==> config.mk <==
export PLATFORM = sky130hd
export DESIGN_NAME = isa_bus_master
export DESIGN_NICKNAME = d
export VERILOG_FILES = /design/src/rtl/isab_pkg.sv /design/src/rtl/isab_rst_sync.sv /design/src/rtl/isab_seq.sv /design/src/rtl/isab_strobe.sv /design/src/rtl/isab_datapath.sv /design/src/rtl/isa_bus_master.sv
export SDC_FILE = /design/constraint.sdc
export NUM_CORES = 1
export LEC_CHECK = 0
export ABC_AREA = 1
export BUFFER_PORTS_ARGS = -buffer_cell sky130_fd_sc_hd__buf_4
export CORE_ASPECT_RATIO = 1.25
export CORE_MARGIN = 2
export CORE_UTILIZATION = 44
export CTS_CLUSTER_DIAMETER = 150
export DETAILED_ROUTE_END_ITERATION = 10
export GPL_ROUTABILITY_DRIVEN = 0
export GPL_TIMING_DRIVEN = 0
export MAX_ROUTING_LAYER = met4
export PLACE_DENSITY = 0.76
export SYNTH_ARGS = -nofsm -noshare
export SYNTH_HDL_FRONTEND = slang
export SYNTH_SLANG_ARGS = --single-unit
==> constraint.sdc <==
create_clock -name clk -period 1.55 [get_ports clk]
set_input_delay 0.155 -clock clk [delete_from_list [all_inputs] [get_ports clk]]
set_output_delay 0.155 -clock clk [all_outputs]
set_load 0.05 [all_outputs]
==> src/rtl/isab_pkg.sv <==
package isab_pkg;

  typedef enum logic [2:0] {
    PH_IDLE = 3'd0,
    PH_ADDR = 3'd1,
    PH_CMD  = 3'd2,
    PH_SAMP = 3'd3,
    PH_WAIT = 3'd4,
    PH_LAST = 3'd5
  } phase_t;

  typedef struct packed {
    logic io;
    logic wr;
  } cmd_t;

  localparam int unsigned NUM_STROBES = 4;

  function automatic logic [1:0] strobe_index(cmd_t c);
    return {c.io, c.wr};
  endfunction

endpackage

==> src/rtl/isab_rst_sync.sv <==
module isab_rst_sync #(
  parameter int unsigned STAGES = 2
) (
  input  logic clk,
  input  logic rst_n,
  output logic rst_n_sync
);

  logic [STAGES-1:0] chain_q;

  always_ff @(posedge clk or negedge rst_n) begin
    if (!rst_n) chain_q <= '0;
    else        chain_q <= {chain_q[STAGES-2:0], 1'b1};
  end

  assign rst_n_sync = chain_q[STAGES-1];

endmodule

==> src/rtl/isab_seq.sv <==
module isab_seq
  import isab_pkg::*;
#(
  parameter int unsigned MAX_WAIT = 6
) (
  input  logic   clk,
  input  logic   rst_n,
  input  logic   req_i,
  input  logic   rdy_i,
  output phase_t phase_o,
  output logic   accept_o,
  output logic   tflag_o
);

  localparam int unsigned WCW = (MAX_WAIT < 1) ? 1 : $clog2(MAX_WAIT + 1);
  localparam logic [WCW-1:0] WLIM = WCW'(MAX_WAIT);

  phase_t         ph_q, ph_d;
  logic [WCW-1:0] wcnt_q, wcnt_d;
  logic           tflag_q, tflag_d;

  always_comb begin
    ph_d    = ph_q;
    wcnt_d  = wcnt_q;
    tflag_d = tflag_q;
    unique case (ph_q)
      PH_IDLE: begin
        if (req_i) begin
          ph_d    = PH_ADDR;
          wcnt_d  = '0;
          tflag_d = 1'b0;
        end
      end
      PH_ADDR: ph_d = PH_CMD;
      PH_CMD:  ph_d = PH_SAMP;
      PH_SAMP: begin
        if (rdy_i) begin
          ph_d = PH_LAST;
        end else if (MAX_WAIT == 0) begin
          ph_d    = PH_LAST;
          tflag_d = 1'b1;
        end else begin
          ph_d   = PH_WAIT;
          wcnt_d = WCW'(1);
        end
      end
      PH_WAIT: begin
        if (rdy_i) begin
          ph_d = PH_LAST;
        end else if (wcnt_q == WLIM) begin
          ph_d    = PH_LAST;
          tflag_d = 1'b1;
        end else begin
          wcnt_d = wcnt_q + WCW'(1);
        end
      end
      PH_LAST: ph_d = PH_IDLE;
      default: ph_d = PH_IDLE;
    endcase
  end

  always_ff @(posedge clk or negedge rst_n) begin
    if (!rst_n) begin
      ph_q    <= PH_IDLE;
      wcnt_q  <= '0;
      tflag_q <= 1'b0;
    end else begin
      ph_q    <= ph_d;
      wcnt_q  <= wcnt_d;
      tflag_q <= tflag_d;
    end
  end

  assign phase_o  = ph_q;
  assign accept_o = (ph_q == PH_IDLE) && req_i;
  assign tflag_o  = tflag_q;


  wait_cap_chk: assert property (@(posedge clk) disable iff (!rst_n)
    wcnt_q <= WLIM);


  idle_accept_chk: assert property (@(posedge clk) disable iff (!rst_n)
    (ph_q == PH_IDLE && req_i) |=> (ph_q == PH_ADDR));


  ready_end_chk: assert property (@(posedge clk) disable iff (!rst_n)
    (ph_q == PH_SAMP && rdy_i) |=> (ph_q == PH_LAST));


  wait_stretch_chk: assert property (@(posedge clk) disable iff (!rst_n)
    (ph_q == PH_SAMP && !rdy_i && MAX_WAIT > 0) |=> (ph_q == PH_WAIT));

endmodule

==> src/rtl/isab_strobe.sv <==
module isab_strobe
  import isab_pkg::*;
(
  input  logic   clk,
  input  logic   rst_n,
  input  phase_t phase_i,
  input  cmd_t   cmd_i,
  output logic   ale_o,
  output logic [NUM_STROBES-1:0] strb_n_o,
  output logic   doe_o
);

  logic       cmd_active;
  logic [1:0] sel;

  assign cmd_active = (phase_i == PH_CMD) || (phase_i == PH_SAMP) ||
                      (phase_i == PH_WAIT) || (phase_i == PH_LAST);
  assign sel   = strobe_index(cmd_i);
  assign ale_o = (phase_i == PH_ADDR);
  assign doe_o = cmd_active && cmd_i.wr;

  for (genvar k = 0; k < NUM_STROBES; k++) begin : g_strb
    assign strb_n_o[k] = !(cmd_active && (sel == 2'(k)));
  end


  one_strobe_chk: assert property (@(posedge clk) disable iff (!rst_n)
    $countones(~strb_n_o) <= 1);


  ale_quiet_chk: assert property (@(posedge clk) disable iff (!rst_n)
    ale_o |-> (&strb_n_o));


  doe_write_chk: assert property (@(posedge clk) disable iff (!rst_n)
    doe_o |-> (strb_n_o[1] == 1'b0 || strb_n_o[3] == 1'b0));

endmodule

==> src/rtl/isab_datapath.sv <==
module isab_datapath
  import isab_pkg::*;
#(
  parameter int unsigned MEM_AW = 20,
  parameter int unsigned IO_AW  = 16,
  parameter int unsigned DW     = 8
) (
  input  logic              clk,
  input  logic              rst_n,
  input  phase_t            phase_i,
  input  logic              accept_i,
  input  logic              tflag_i,
  input  logic              wr_i,
  input  logic              io_i,
  input  logic [MEM_AW-1:0] addr_i,
  input  logic [DW-1:0]     wdata_i,
  input  logic [DW-1:0]     bus_din_i,
  output cmd_t              cmd_o,
  output logic [MEM_AW-1:0] bus_addr_o,
  output logic [DW-1:0]     bus_dout_o,
  output logic [DW-1:0]     rdata_o,
  output logic              done_o,
  output logic              timeout_o,
  output logic              busy_o
);

  logic [MEM_AW-1:0] addr_m;
  logic [MEM_AW-1:0] addr_q, addr_d;
  logic [DW-1:0]     wd_q, wd_d;
  logic [DW-1:0]     rd_q, rd_d;
  cmd_t              cmd_q, cmd_d;
  logic              done_q, done_d;
  logic              to_q, to_d;
  logic              last;

  for (genvar b = 0; b < MEM_AW; b++) begin : g_amask
    if (b < IO_AW) begin : g_low
      assign addr_m[b] = addr_i[b];
    end else begin : g_high
      assign addr_m[b] = addr_i[b] & ~io_i;
    end
  end

  assign last = (phase_i == PH_LAST);

  always_comb begin
    addr_d = addr_q;
    wd_d   = wd_q;
    cmd_d  = cmd_q;
    rd_d   = rd_q;
    if (accept_i) begin
      addr_d = addr_m;
      wd_d   = wdata_i;
      cmd_d  = '{io: io_i, wr: wr_i};
    end
    if (last && !cmd_q.wr) rd_d = bus_din_i;
    done_d = last;
    to_d   = last && tflag_i;
  end

  always_ff @(posedge clk or negedge rst_n) begin
    if (!rst_n) begin
      addr_q <= '0;
      wd_q   <= '0;
      cmd_q  <= '0;
      rd_q   <= '0;
      done_q <= 1'b0;
      to_q   <= 1'b0;
    end else begin
      addr_q <= addr_d;
      wd_q   <= wd_d;
      cmd_q  <= cmd_d;
      rd_q   <= rd_d;
      done_q <= done_d;
      to_q   <= to_d;
    end
  end

  assign busy_o     = (phase_i != PH_IDLE);
  assign bus_addr_o = busy_o ? addr_q : '0;
  assign bus_dout_o = wd_q;
  assign rdata_o    = rd_q;
  assign done_o     = done_q;
  assign timeout_o  = to_q;
  assign cmd_o      = cmd_q;


  addr_hold_chk: assert property (@(posedge clk) disable iff (!rst_n)
    (busy_o && $past(busy_o)) |-> $stable(bus_addr_o));


  done_pulse_chk: assert property (@(posedge clk) disable iff (!rst_n)
    done_o |=> !done_o);


  io_upper_chk: assert property (@(posedge clk) disable iff (!rst_n)
    (busy_o && cmd_q.io) |-> (bus_addr_o[MEM_AW-1:IO_AW] == '0));


  timeout_with_done_chk: assert property (@(posedge clk) disable iff (!rst_n)
    timeout_o |-> done_o);

endmodule

==> src/rtl/isa_bus_master.sv <==
module isa_bus_master
  import isab_pkg::*;
#(
  parameter int unsigned MEM_AW   = 20,
  parameter int unsigned IO_AW    = 16,
  parameter int unsigned DW       = 8,
  parameter int unsigned MAX_WAIT = 6
) (
  input  logic              clk,
  input  logic              rst_n,
  input  logic              req_i,
  input  logic              wr_i,
  input  logic              io_i,
  input  logic [MEM_AW-1:0] addr_i,
  input  logic [DW-1:0]     wdata_i,
  output logic              busy_o,
  output logic              done_o,
  output logic              timeout_o,
  output logic [DW-1:0]     rdata_o,
  output logic [MEM_AW-1:0] bus_addr_o,
  output logic              bus_ale_o,
  output logic              bus_memr_n_o,
  output logic              bus_memw_n_o,
  output logic              bus_ior_n_o,
  output logic              bus_iow_n_o,
  output logic [DW-1:0]     bus_dout_o,
  output logic              bus_doe_o,
  input  logic [DW-1:0]     bus_din_i,
  input  logic              bus_rdy_i
);

  logic                   rst_s;
  phase_t                 phase;
  logic                   accept;
  logic                   tflag;
  cmd_t                   cmd;
  logic [NUM_STROBES-1:0] strb_n;

  isab_rst_sync #(.STAGES(2)) u_rst (
    .clk        (clk),
    .rst_n      (rst_n),
    .rst_n_sync (rst_s)
  );

  isab_seq #(.MAX_WAIT(MAX_WAIT)) u_seq (
    .clk      (clk),
    .rst_n    (rst_s),
    .req_i    (req_i),
    .rdy_i    (bus_rdy_i),
    .phase_o  (phase),
    .accept_o (accept),
    .tflag_o  (tflag)
  );

  isab_datapath #(.MEM_AW(MEM_AW), .IO_AW(IO_AW), .DW(DW)) u_dp (
    .clk        (clk),
    .rst_n      (rst_s),
    .phase_i    (phase),
    .accept_i   (accept),
    .tflag_i    (tflag),
    .wr_i       (wr_i),
    .io_i       (io_i),
    .addr_i     (addr_i),
    .wdata_i    (wdata_i),
    .bus_din_i  (bus_din_i),
    .cmd_o      (cmd),
    .bus_addr_o (bus_addr_o),
    .bus_dout_o (bus_dout_o),
    .rdata_o    (rdata_o),
    .done_o     (done_o),
    .timeout_o  (timeout_o),
    .busy_o     (busy_o)
  );

  isab_strobe u_strb (
    .clk      (clk),
    .rst_n    (rst_s),
    .phase_i  (phase),
    .cmd_i    (cmd),
    .ale_o    (bus_ale_o),
    .strb_n_o (strb_n),
    .doe_o    (bus_doe_o)
  );

  assign bus_memr_n_o = strb_n[0];
  assign bus_memw_n_o = strb_n[1];
  assign bus_ior_n_o  = strb_n[2];
  assign bus_iow_n_o  = strb_n[3];

endmodule

==> load_flow_metrics.sql <==
INSERT INTO impl_metrics (metric_group, metric, value, unit) VALUES
('floorplan', 'die_w', '67.9', 'um'),
('cells_and_area', 'share_of_post_route_cells_with_drive_strength_above_1', '45.5', '%'),
('logic_synthesis', 'top_area_cell_type_share_of_the_netlist_area', '54.7', '%'),
('setup_path', 'critical_path.startpoint_type', 'register', ''),
('clocking', 'tritoncts.num_buffers', '5', ''),
('drt', 'route.antenna.remaining_nets', '0', ''),
('drt', 'wirelength', '6.05', 'mm'),
('setup_path', 'timing.critical_path.arrival', '1.58', 'ns'),
('sta', 'timing.fmax', '575', 'MHz'),
('grt', 'grt_first_pass_wirelength', '9.64', 'mm'),
('setup_path', 'worst_r2r_endpoint', 'u_dp.addr_q[19]$_DFFE_PN0P_', ''),
('setup_path', 'maximum_single_stage_delay_on_the_critical_path', '0.42', 'ns'),
('run_status', 'run_status', 'finished, violations left', ''),
('placed_design', 'postPlaceCellArea', '0.00301', 'mm^2'),
('setup_path', 'crit_path_max_fanout', '3', ''),
('logic_synthesis', 'yosysWarningCount', '0', ''),
('setup_path', 'cpMaxStageDelayCell', 'sky130_fd_sc_hd__dfrtp_1', ''),
('grt', 'first_global_vias', '2153', ''),
('setup_path', 'path_cells', 'buf_6 > nor2_4 > nand2_2 > inv_2 > nor2_2 > a21oi_4 > nand2_4 > buf_8', ''),
('cells_and_area', 'regArea', '0.00123', 'mm^2'),
('drt', 'drtPass1Iterations', '4', ''),
('clocking', 'cts.sinks', '49', ''),
('sta', 'report.final.setup_viol', '26', ''),
('sta', 'timing.final.crit_period', '1.74', 'ns'),
('logic_synthesis', 'synth_edf_count', '0', ''),
('logic_synthesis', 'ys_top_cells_by_area', 'sky130_fd_sc_hd__dfrtp_1, sky130_fd_sc_hd__nand2_1, sky130_fd_sc_hd__inv_1', ''),
('setup_path', 'start_to_end_type_of_the_worst_setup_path', 'reg -> out', ''),
('logic_synthesis', 'synth_top_cells_by_count', 'sky130_fd_sc_hd__nand2_1, sky130_fd_sc_hd__dfrtp_1, sky130_fd_sc_hd__inv_1, sky130_fd_sc_hd__nor2_1, sky130_fd_sc_hd__o21ai_1', ''),
('cells_and_area', 'layoutNonFillerInstCount', '444', ''),
('logic_synthesis', 'synthDominantAreaCellType', 'sky130_fd_sc_hd__dfrtp_1', ''),
('sta', 'fin_worst_hold_slack', '0.0362', 'ns'),
('clocking', 'worst_setup_hold_path_clk_slew', '0.10', 'ns'),
('logic_synthesis', 'synthCells', '267', ''),
('sta', 'max_slew_vio_count', '0', ''),
('min_path', 'worst_hold_check_path_type', 'in -> reg', ''),
('run_status', 'failing_checks', 'negative setup slack', ''),
('pwr', 'vdd.ir_drop.worst', '1.74', 'mV'),
('pwr', 'power.density', '2510', 'mW/mm^2'),
('drt', '1st_iter_drt_viols', '97', ''),
('setup_path', 'critical_path_required', '1.39', 'ns'),
('setup_path', 'r2r_slack', '0.02', 'ns'),
('logic_synthesis', 'asyncSetResetFlopFracSynth', '100', '%'),
('cells_and_area', 'finalInstanceArea', '0.00369', 'mm^2'),
('min_path', 'whs_endpoint', 'u_dp.bus_dout_o[4]$_DFFE_PN0P_', ''),
('cells_and_area', 'area_growth_syn_to_layout', '64.5', '%'),
('grt', 'grt.overflow.total', '0', ''),
('drt', 'route.detailed.drc', '0', ''),
('drt', 'post_drt_wl_per_cell', '13.6', 'um'),
('sta', 'final_min_period_over_clock_period', '112', '%'),
('clocking', 'cts_tree', 'done', ''),
('sta', 'clock-skew-final', '0.00702', 'ns'),
('floorplan', 'start_util', '44.8', '%'),
('grt', 'grt_start_max_net_pins', '35', ''),
('cells_and_area', 'fillers', '380', ''),
('setup_path', 'r2r-start', 'u_seq.phase_o[1]$_DFFE_PN0P_', ''),
('sta', 'timing.final.hold_violations', '0', ''),
('drt', 'routed_via_density', '4.81', ''),
('clocking', 'clock_tree.htree_level_count', '2', ''),
('logic_synthesis', 'yosys.cell_count.top_type', 'sky130_fd_sc_hd__nand2_1', ''),
('pwr', 'post-layout-total-power', '9.24', 'mW'),
('floorplan', 'die-height', '83.8', 'um'),
('grt', 'grt_util_all_layers', '22.5', '%'),
('floorplan', 'num_io_pins', '87', ''),
('sta', 'final.setup.worst_slack', '-0.189', 'ns'),
('sta', 'grt_setup_unrepaired', 'true', ''),
('logic_synthesis', 'syn_avg_cell_area', '8.40', 'um^2'),
('setup_path', 'endpoint_kind', 'primary output', ''),
('pwr', 'p_leak', '1.91', 'nW'),
('sta', 'tns', '-3.20', 'ns'),
('clocking', 'clock-root-buffer', 'sky130_fd_sc_hd__clkbuf_8', ''),
('placed_design', 'number_of_i_o_port_buffers', '86', '');
==> worst reg2reg max path: stages (launching register included) <==
cell	delay (ns)
sky130_fd_sc_hd__dfrtp_1	0.42
sky130_fd_sc_hd__inv_2	0.10
sky130_fd_sc_hd__buf_12	0.11
sky130_fd_sc_hd__nand2_8	0.05
sky130_fd_sc_hd__nor2_8	0.17
sky130_fd_sc_hd__buf_6	0.15
sky130_fd_sc_hd__nand2_8	0.08
sky130_fd_sc_hd__buf_12	0.14
sky130_fd_sc_hd__nor2_8	0.11
sky130_fd_sc_hd__nand2_1	0.07
sky130_fd_sc_hd__o21ai_1	0.06
==> worst max-delay path by stage <==
stage                                 start                           end  cells past startpoint
2_1_floorplan  u_seq.phase_o[1]$_DFFE_PN0P_                bus_addr_o[10]                      5
5_1_grt        u_seq.phase_o[1]$_DFFE_PN0P_                  bus_memw_n_o                      8
3_3_place_gp     u_rst.chain_q[1]$_DFF_PN0_  u_seq.phase_o[1]$_DFFE_PN0P_                      0
3_5_place_dp   u_seq.phase_o[0]$_DFFE_PN0P_                  bus_memw_n_o                      7
6_report       u_seq.phase_o[1]$_DFFE_PN0P_                  bus_memw_n_o                      8
4_1_cts        u_seq.phase_o[1]$_DFFE_PN0P_                  bus_memw_n_o                      8
==> flip-flops by register name, indices dropped and copies added (netlist names) <==
name             flops
u_dp.addr_q         20
u_dp.bus_dout_o      8
u_dp.cmd_o           2
u_dp.done_o          1
u_dp.rdata_o         8
u_dp.timeout_o       1
u_rst.chain_q        2
u_seq.phase_o        3
u_seq.tflag_o        1
u_seq.wcnt_q         3
==> per-layer routing <==
metal	track usage [%]	up-vias	share of wire, %
met4	6.73	0	1.6
met5	-	-	0
met2	36.5	68	57
met1	28.3	1025	37
met3	4.18	9	4.3
li1	-	1035	-
==> stage by stage <==
stage | util, % | setup WS (ns)
3_3_place_gp | 59.8 | -0.449
3_5_place_dp | 60.2 | 0.0439
5_1_grt | 73.6 | -0.273
6_report | 73.6 | -0.189
2_1_floorplan | - | -0.0291
4_1_cts | 68.6 | -0.202
==> logic make-up (layout without fill, tap and decap cells) <==
family / count (synthesis) / after routing / share of synthesized area [%]
flip-flops: 49 / 49 / 54.7
buffers and inverters: 49 / 164 / 10.4
AND/OR/NAND/NOR: 141 / 141 / 27.7
AO/OA/AOI/OAI: 25 / 25 / 5.86
other: 1 / 1 / 0.167
adder cells (fa/ha/maj): 2 / 2 / 1.12
==> cell usage in the layout (no fill, tap or decap), drive strengths merged, types with 2 or more instances in the layout <==
master    n
dfrtp    49
clkbuf    8
nand3    16
o21ai    22
buf     112
clkinv    2
nand2    91
inv      40
a21oi     2
nor2     30
nand4     2
ha        2
==> power breakdown <==
| group | leakage [nW] | internal (mW) | switching (mW) |
|---|---|---|---|
| Combinational | 1.26 | 2.36 | 4.05 |
| Clock | 0.0445 | 0.321 | 0.443 |
| Sequential | 0.608 | 1.81 | 0.253 |
==> layout make-up <==
| cell class | instances | area share, % |
|---|---|---|
| Sequential cell | 49 | 33.3 |
| Timing Repair Buffer | 106 | 27.5 |
| Multi-Input combinational cell | 169 | 26.4 |
| Inverter | 39 | 4.38 |
| Buffer | 10 | 3.63 |
| Tap cell | 62 | 2.10 |
| Clock buffer | 5 | 1.87 |
| Clock inverter | 3 | 0.577 |
| Timing Repair inverter | 1 | 0.238 |
==> timing repair <==
action                     CTS  global route
hold buffers                 1             0
setup buffers               10             4
resized for setup           67            40
pin swaps                    6             7
cloned                       2             3
hold endpoints to repair     2             0
setup endpoints to repair   25            58
No activity file was read; power rests on OpenSTA's default activity.
